## config.mk

```make
export PLATFORM = sky130hd
export DESIGN_NAME = rc_ramp_adc
export DESIGN_NICKNAME = d
export VERILOG_FILES = /design/src/rtl/rcadc_pkg.sv /design/src/rtl/rcadc_sync.sv /design/src/rtl/rcadc_tick.sv /design/src/rtl/rcadc_seq.sv /design/src/rtl/rc_ramp_adc.sv
export SDC_FILE = /design/constraint.sdc
export NUM_CORES = 1
export LEC_CHECK = 0
export BUFFER_PORTS_ARGS = -buffer_cell sky130_fd_sc_hd__buf_4
export CORE_AREA = 2 2 66 68
export CTS_CLUSTER_DIAMETER = 100
export DETAILED_ROUTE_END_ITERATION = 10
export DIE_AREA = 0 0 68 70
export PLACE_DENSITY = 0.66
export SETUP_SLACK_MARGIN = 0.3
export SYNTH_ARGS = -nofsm -noshare
export SYNTH_HDL_FRONTEND = slang
export SYNTH_SLANG_ARGS = --single-unit
export TNS_END_PERCENT = 30
```

## constraint.sdc

```tcl
create_clock -name clk -period 2.25 [get_ports clk]
set_clock_uncertainty 0.2 [all_clocks]
set_input_delay 0.1125 -clock clk [delete_from_list [all_inputs] [get_ports clk]]
set_output_delay 0.1125 -clock clk [all_outputs]
set_load 0.01 [all_outputs]
```

## src/rtl/rcadc_pkg.sv

```systemverilog
package rcadc_pkg;

   typedef enum logic [1:0] {
      ST_IDLE  = 2'd0,
      ST_DISCH = 2'd1,
      ST_RAMP  = 2'd2
   } rcadc_state_e;

   function automatic int unsigned bits_for(input int unsigned n);
      return (n <= 1) ? 1 : $clog2(n);
   endfunction

endpackage

```

## src/rtl/rcadc_sync.sv

```systemverilog
module rcadc_sync #(
   parameter int unsigned STAGES      = 2,
   parameter bit          ACTIVE_HIGH = 1'b1
) (
   input  logic clk,
   input  logic rst_n,
   input  logic async_i,
   output logic sync_o
);
   logic              level;
   logic [STAGES-1:0] chain;

   generate
      if (ACTIVE_HIGH) begin : g_pol_hi
         assign level = async_i;
      end else begin : g_pol_lo
         assign level = ~async_i;
      end
   endgenerate

   always_ff @(posedge clk or negedge rst_n) begin
      if (!rst_n) chain <= '0;
      else        chain <= {chain[STAGES-2:0], level};
   end

   assign sync_o = chain[STAGES-1];
endmodule

```

## src/rtl/rcadc_tick.sv

```systemverilog
module rcadc_tick #(
   parameter int unsigned DIV = 125
) (
   input  logic clk,
   input  logic rst_n,
   input  logic run_i,
   output logic tick_o
);
   generate
      if (DIV == 1) begin : g_div1
         logic unused_clk;
         assign unused_clk = clk ^ rst_n;
         assign tick_o     = run_i;
      end else begin : g_divn
         localparam int unsigned PW = rcadc_pkg::bits_for(DIV);
         localparam logic [PW-1:0] LAST = PW'(DIV - 1);
         logic [PW-1:0] pre;

         always_ff @(posedge clk or negedge rst_n) begin
            if (!rst_n)          pre <= '0;
            else if (!run_i)     pre <= '0;
            else if (pre == LAST) pre <= '0;
            else                 pre <= pre + PW'(1);
         end

         assign tick_o = run_i && (pre == LAST);
      end
   endgenerate
endmodule

```

## src/rtl/rcadc_seq.sv

```systemverilog
module rcadc_seq
   import rcadc_pkg::*;
#(
   parameter int unsigned CNT_W        = 8,
   parameter int unsigned DISCH_CYCLES = 2000
) (
   input  logic             clk,
   input  logic             rst_n,
   input  logic             start_i,
   input  logic             trip_i,
   input  logic             tick_i,
   output logic             run_o,
   output logic             ramp_ctl_o,
   output logic [CNT_W-1:0] result_o,
   output logic             ovf_o,
   output logic             done_o
);
   localparam int unsigned    DW       = rcadc_pkg::bits_for(DISCH_CYCLES);
   localparam logic [DW-1:0]  D_LAST   = DW'(DISCH_CYCLES - 1);
   localparam logic [CNT_W-1:0] CNT_TOP = {CNT_W{1'b1}};

   rcadc_state_e     state;
   logic [DW-1:0]    dcnt;
   logic [CNT_W-1:0] cnt;

   always_ff @(posedge clk or negedge rst_n) begin
      if (!rst_n) begin
         state    <= ST_IDLE;
         dcnt     <= '0;
         cnt      <= '0;
         result_o <= '0;
         ovf_o    <= 1'b0;
         done_o   <= 1'b0;
      end else begin
         done_o <= 1'b0;
         case (state)
            ST_IDLE: begin
               if (start_i) begin
                  state <= ST_DISCH;
                  dcnt  <= '0;
               end
            end
            ST_DISCH: begin
               if (dcnt == D_LAST) begin
                  state <= ST_RAMP;
                  cnt   <= '0;
               end else begin
                  dcnt <= dcnt + DW'(1);
               end
            end
            ST_RAMP: begin
               if (trip_i) begin
                  result_o <= ~cnt;
                  ovf_o    <= 1'b0;
                  done_o   <= 1'b1;
                  state    <= ST_IDLE;
               end else if (tick_i) begin
                  if (cnt == CNT_TOP) begin
                     result_o <= '0;
                     ovf_o    <= 1'b1;
                     done_o   <= 1'b1;
                     state    <= ST_IDLE;
                  end else begin
                     cnt <= cnt + CNT_W'(1);
                  end
               end
            end
            default: state <= ST_IDLE;
         endcase
      end
   end

   assign ramp_ctl_o = (state == ST_DISCH);
   assign run_o      = (state == ST_RAMP);
endmodule

```

## src/rtl/rc_ramp_adc.sv

```systemverilog
module rc_ramp_adc #(
   parameter int unsigned CLK_PER_TICK = 125,
   parameter int unsigned DISCH_CYCLES = 2000,
   parameter int unsigned RES_W        = 8,
   parameter int unsigned SYNC_STAGES  = 2,
   parameter bit          TRIP_HIGH    = 1'b1
) (
   input  logic             clk,
   input  logic             rst_n,
   input  logic             start_i,
   input  logic             cmp_i,
   output logic             ramp_ctl_o,
   output logic [RES_W-1:0] result_o,
   output logic             done_o,
   output logic             ovf_o
);
   generate
      if (RES_W < 2 || RES_W > 24) begin : g_bad_res
         $error("RES_W out of range 2..24");
      end
      if (CLK_PER_TICK < 1) begin : g_bad_div
         $error("CLK_PER_TICK must be at least 1");
      end
      if (DISCH_CYCLES < 1) begin : g_bad_disch
         $error("DISCH_CYCLES must be at least 1");
      end
      if (SYNC_STAGES < 2) begin : g_bad_sync
         $error("SYNC_STAGES must be at least 2");
      end
   endgenerate

   logic trip;
   logic tick;
   logic run;

   rcadc_sync #(
      .STAGES      (SYNC_STAGES),
      .ACTIVE_HIGH (TRIP_HIGH)
   ) u_sync (
      .clk     (clk),
      .rst_n   (rst_n),
      .async_i (cmp_i),
      .sync_o  (trip)
   );

   rcadc_tick #(
      .DIV (CLK_PER_TICK)
   ) u_tick (
      .clk    (clk),
      .rst_n  (rst_n),
      .run_i  (run),
      .tick_o (tick)
   );

   rcadc_seq #(
      .CNT_W        (RES_W),
      .DISCH_CYCLES (DISCH_CYCLES)
   ) u_seq (
      .clk        (clk),
      .rst_n      (rst_n),
      .start_i    (start_i),
      .trip_i     (trip),
      .tick_i     (tick),
      .run_o      (run),
      .ramp_ctl_o (ramp_ctl_o),
      .result_o   (result_o),
      .ovf_o      (ovf_o),
      .done_o     (done_o)
   );
endmodule

```

* Yosys cells after proc, flatten, opt, wreduce, memory -nomap -nowiden
Index checks and enable logic that the tools add are counted.
** Storage, ports and cells
- Flip-flop bits (word level) :: 40
- Bits in latches :: 0
- RAM bits :: 0
- Memory bits (read-only) :: 0
- Input bits :: 4
- Output and inout bits :: 11
- Word-level logic and storage cells :: 61
- Memories :: 0
** Cells by class
- $add $sub $neg :: 3
- $mul :: 0
- Div/mod/pow operators :: 0
- Magnitude comparators :: 0
- Equal/unequal tests :: 13
- Shifts and indexed selects :: 0
- Mux-type cells :: 26
- Bitwise gates (word level) :: 1
- Reduce and logical (&&, ||, !) cells :: 10
** Operators with widths (count)
- $mux W8 :: 7
- $mux W11 :: 2
- $pmux W11 S2 :: 1
- $pmux W8 S2 :: 1
- $mux W7 :: 2
- $add A11 B1 Y11 const B :: 1
- $eq A11 B11 Y1 const B :: 1
- $mux W2 :: 5
- $ne A2 B2 Y1 const B :: 5
- $add A8 B1 Y8 const B :: 1
- $eq A8 B8 Y1 const B :: 1
- $not A8 Y8 :: 1
- $reduce_bool A2 Y1 :: 4
- $add A7 B1 Y7 const B :: 1
- $eq A7 B7 Y1 const B :: 1
- $mux W1 :: 7
- $pmux W2 S3 :: 1
- $reduce_and A3 Y1 :: 2
- $reduce_and A5 Y1 :: 1
- $reduce_and A4 Y1 :: 1
- $ne A3 B2 Y1 const B :: 1
- $ne A3 B3 Y1 const B :: 1
- $eq A2 B1 Y1 const B :: 1
- $eq A2 B2 Y1 const B :: 1
- other kinds (3) :: 3

* Logic depth before layout (Yosys ltp)
- Depth in word-level cells :: 5
- Gate-level depth with buffers :: 7
- Depth with buffers taken out :: 7

* Cells and area by module
From an unflattened synthesis, not the netlist that was laid out.
** Unflattened totals
- Cell total of the unflattened synthesis :: 180
- Area, all modules :: 1883.1 um^2
** Modules (own cells, without submodules)
- rcadc_seq :: instances 1, cells an instance 143, area each 1496.4 um^2, seq. area each 775.7 um^2
- rcadc_tick :: instances 1, cells an instance 35, area each 336.6 um^2, seq. area each 175.2 um^2
- rcadc_sync :: instances 1, cells an instance 2, area each 50.0 um^2, seq. area each 50.0 um^2

* Worst setup path after synthesis
Ideal clock, no wire load.
- Path kind :: reg2reg
- Start :: register u_seq.dcnt[0]
- End :: register u_seq.dcnt[3]
- Setup time :: 0.124 ns
- Data arrival time :: 1.730 ns
- Required time :: 1.926 ns
- Setup slack :: 0.196 ns
- Cell stages (with the launch flop) :: 7
- Path buffers :: 1
- Clock period less this slack :: 2.054 ns
- Cells stage by stage :: dfrtp_1 -> ha_1 -> and3_1 -> buf_2 -> a41o_4 -> or2_4 -> a211o_1
** On the way
- Word-level cells in the longest chain between the ends :: 3
- Elaborated cells on any way between the ends :: 6
- Classes of those cells :: add/sub: 1; eq/ne: 2; mux: 2; reduce/logical: 1
** RTL lines
- start, declared :: RTL line rcadc_seq.sv:23 : logic [DW-1:0] dcnt;
- start signal, assigned :: RTL line rcadc_seq.sv:48 : dcnt <= dcnt + DW'(1);
- $add A11 B1 Y11 or $eq A11 B11 Y1 (tied branches) :: RTL line rcadc_seq.sv:48, rcadc_seq.sv:44
- $mux W11 or $ne A2 B2 Y1 (tied branches)
- $pmux W11 S2 or $reduce_and A3 Y1 (tied branches)
Parallel ways exist; a longest one is shown, timed or not. The select of a mux whose other input is x is not followed.
A chain may end at the register's enable or synchronous reset.

* Final worst setup path
- Start :: register u_seq.dcnt[1]
- End :: register u_seq.dcnt[8]
The elaborated chain is that of the path after synthesis.

==> out/metrics.cfg <==
[cts]
clk_pin_slew_ps=70
cts.sinks=40
cts_buffers=5
root_buffer=clkbuf_8
cts_buffer_depth=2
clk_latency_ps=290
htree_num_levels=2
cts_tree=done

[global_route]
grt_pass1_wl_microns=6650
antenna_found_initial=0
grt_overflow=0
grt.total_usage_pct=18.1
grt_start_max_net_pins=41
grt_pass1_vias=1421

[floorplan]
coreArea_sq_um=4140
die_h_microns=70
die_area_sq_um=4760
dieWidth_microns=68
io_pins=15
rows=24
start_util_pct=46.6

[setup_path]
cp-end-kind=flip-flop
critPathMaxFanout=6
r2r_cells=5
startpoint_type=flip-flop
rrSetupSlack_ps=350
path_cells=ha_2 -> and3_4 -> a41o_4 -> or2_4 -> a211o_1
r2r_end=u_seq.dcnt[8]
critPathKind=reg2reg
cpPeakStageDelay_ps=410
critPathSlowestCell=dfrtp_1
critPathArrivalTime_ps=1870
timing.rr.start=u_seq.dcnt[1]
worstPathRequired_ps=2220

[logic_synthesis]
syn_nets=189
synth_top_area_share_pct=51.8
yosysMostFrequentCell=dfrtp_1
async_flop_share_pct=100
synth_warnings=0
ys_types=44
synth_ff_type=dfrtp_1
ys_seq_elements=40
synth-edff-count=0
netlist_area_sq_um=1930
yosys-top-cells-count=40 x dfrtp_1, 11 x nand2_1, 11 x nor2_1
avgSynthCellArea_sq_um=10.7
synthTopCellsByArea=dfrtp_1 52%, o2bb2ai_1 3.6%, and3_1 2.6%, ha_1 2.6%, nand3_1 2.6%
syn_inst=181
ys_seq_area_share_pct=51.8
yosys.area.top_type=dfrtp_1

[layout]
final_cells=259
drive_gt1_share_pct=21.7
fill_cells=365
area_delta_synth_final_pct=18.0
multi_input_area_sq_um=918
nets=215
regArea_sq_um=1000
diodes=0

[power_and_ir_drop]
p_leak_nw=1.04
fin_total_pwr_mw=1.55
power_density_nw_per_um2=682
irDropWorstVdd_mv=0.455

[status]
status=finished, final reports clean

[worst_hold_path]
hp-class=in2async

[timing]
hold_viol=0
setup-violations-final=0
final.setup.tns_ps=0
rsz0062_at_grt=true
fmax_mhz=526
slew_headroom_pct=66.9
period_share_pct=84.6
min_period_ps=1900
tightest_slew_ps=497
slew_violations=0

[detailed_routing]
remaining_drc_errors=0
num_vias=1472
wl_microns=3870
routedWlPerCell_microns=14.9
viasPerCell=5.68
first_pass_iters=4
ant_nets=0
drtIter0Drc=125

[placement]
place_inst=244
dpl.hpwl_microns=2700
port_buffers=14
gp_congestion=0.828

[run]
timing.max_cap.violations=0

[metal layers]
metal / wire length [microns] / track usage, % / part of all wire (%)
met1: 1820 / 26.4 / 47
met2: 1850 / 27.1 / 48
met3: 174 / 4.35 / 4.5
met4: 27 / 4.67 / 0.70
met5: 0 / 0 / 0
[worst max-delay path by stage]
stage / from / end / slack [ps] / cells after the start
6_report: u_seq.dcnt[1] / u_seq.dcnt[8] / 350 / 5
5_1_grt: u_seq.cnt[0] / u_seq.cnt[7] / 230 / 6
4_1_cts: u_seq.dcnt[1] / u_seq.dcnt[8] / 260 / 5
3_5_place_dp: u_seq.cnt[0] / u_seq.cnt[4] / 240 / 5
3_3_place_gp: u_seq.dcnt[1] / u_seq.dcnt[8] / 310 / 5
2_1_floorplan: u_seq.dcnt[1] / u_seq.dcnt[3] / 260 / 6
[placed cells by master, fill, tap and decap left out, types with 2 or more instances in the layout]
cell type	instances
and3_1	7
clkbuf_8	5
a31o_1	2
buf_4	22
nand3_1	10
nand2_1	10
a211o_1	2
o2bb2ai_1	8
a21oi_1	8
o31ai_1	4
inv_2	3
a31oi_1	4
ha_1	3
dlygate4sd3_1	2
and2_1	4
nand2b_1	3
and4_1	2
xor2_1	4
nand4_1	6
inv_1	5
o21ai_1	8
nor3_1	3
dfrtp_1	40
nor2_1	11
o21a_1	4
nor3b_2	2
o211ai_1	2
[state kept, by name, indices dropped and copies added (netlist names)]
| signal | count |
|---|---|
| u_seq.dcnt | 11 |
| u_seq.cnt | 8 |
| u_seq.result_o | 8 |
| u_tick.g_divn.pre | 7 |
| u_seq.state | 2 |
| u_sync.chain | 2 |
| u_seq.done_o | 1 |
| u_seq.ovf_o | 1 |
[logic make-up after synthesis]
logic type	synth area share [%]
AND/OR/NAND/NOR	18.8
flip-flops	51.8
adder cells (fa/ha/maj)	2.59
AO/OA/AOI/OAI	20.9
multiplexers	0.518
XOR/XNOR	2.27
buffers and inverters	3.11
[area by class of cell]
cell class | instances | area share, %
repair buffers | 24 | 8.13
multi-input cells | 128 | 40.3
inverters | 8 | 1.32
well taps | 52 | 2.86
flip-flops and latches | 40 | 44.0
clock buffers | 6 | 3.19
clock inverters | 1 | 0.220
[metrics by stage]
step           instance area, sq um  setup slack, ps  util, %  hold WS (ps)
5_1_grt                        2280              235     55.0           171
2_1_floorplan                  1940              264        -          -383
3_5_place_dp                   2090              243     50.5         -81.3
4_1_cts                        2220              260     53.5           146
6_report                       2280              347     55.0           133
3_3_place_gp                   2090              305     50.5         -92.5
[worst max-delay path, delay by kind of cell (launching register included)]
kind	cells	cell delay, ps
compound gates	2	510
flops	1	410
simple gates	2	460
fa+ha+maj	1	210
[power by group]
part / switching (mW) / total, mW / internal (mW)
sequential: 0.101 / 0.901 / 0.800
combinational: 0.0991 / 0.212 / 0.113
clock: 0.229 / 0.440 / 0.211
[timing repair]
| item | 4_1_cts | 5_1_grt |
|---|---|---|
| setup endpoints to repair | 17 | 22 |
| hold buffers | 2 | 0 |
| endpoints found under the hold margin | 41 | 0 |
| setup buffers | 1 | 5 |
| gates cloned | 0 | 0 |
| pin swaps | 1 | 4 |
| resized for setup | 2 | 5 |
Power figures use the tool's default switching activity.
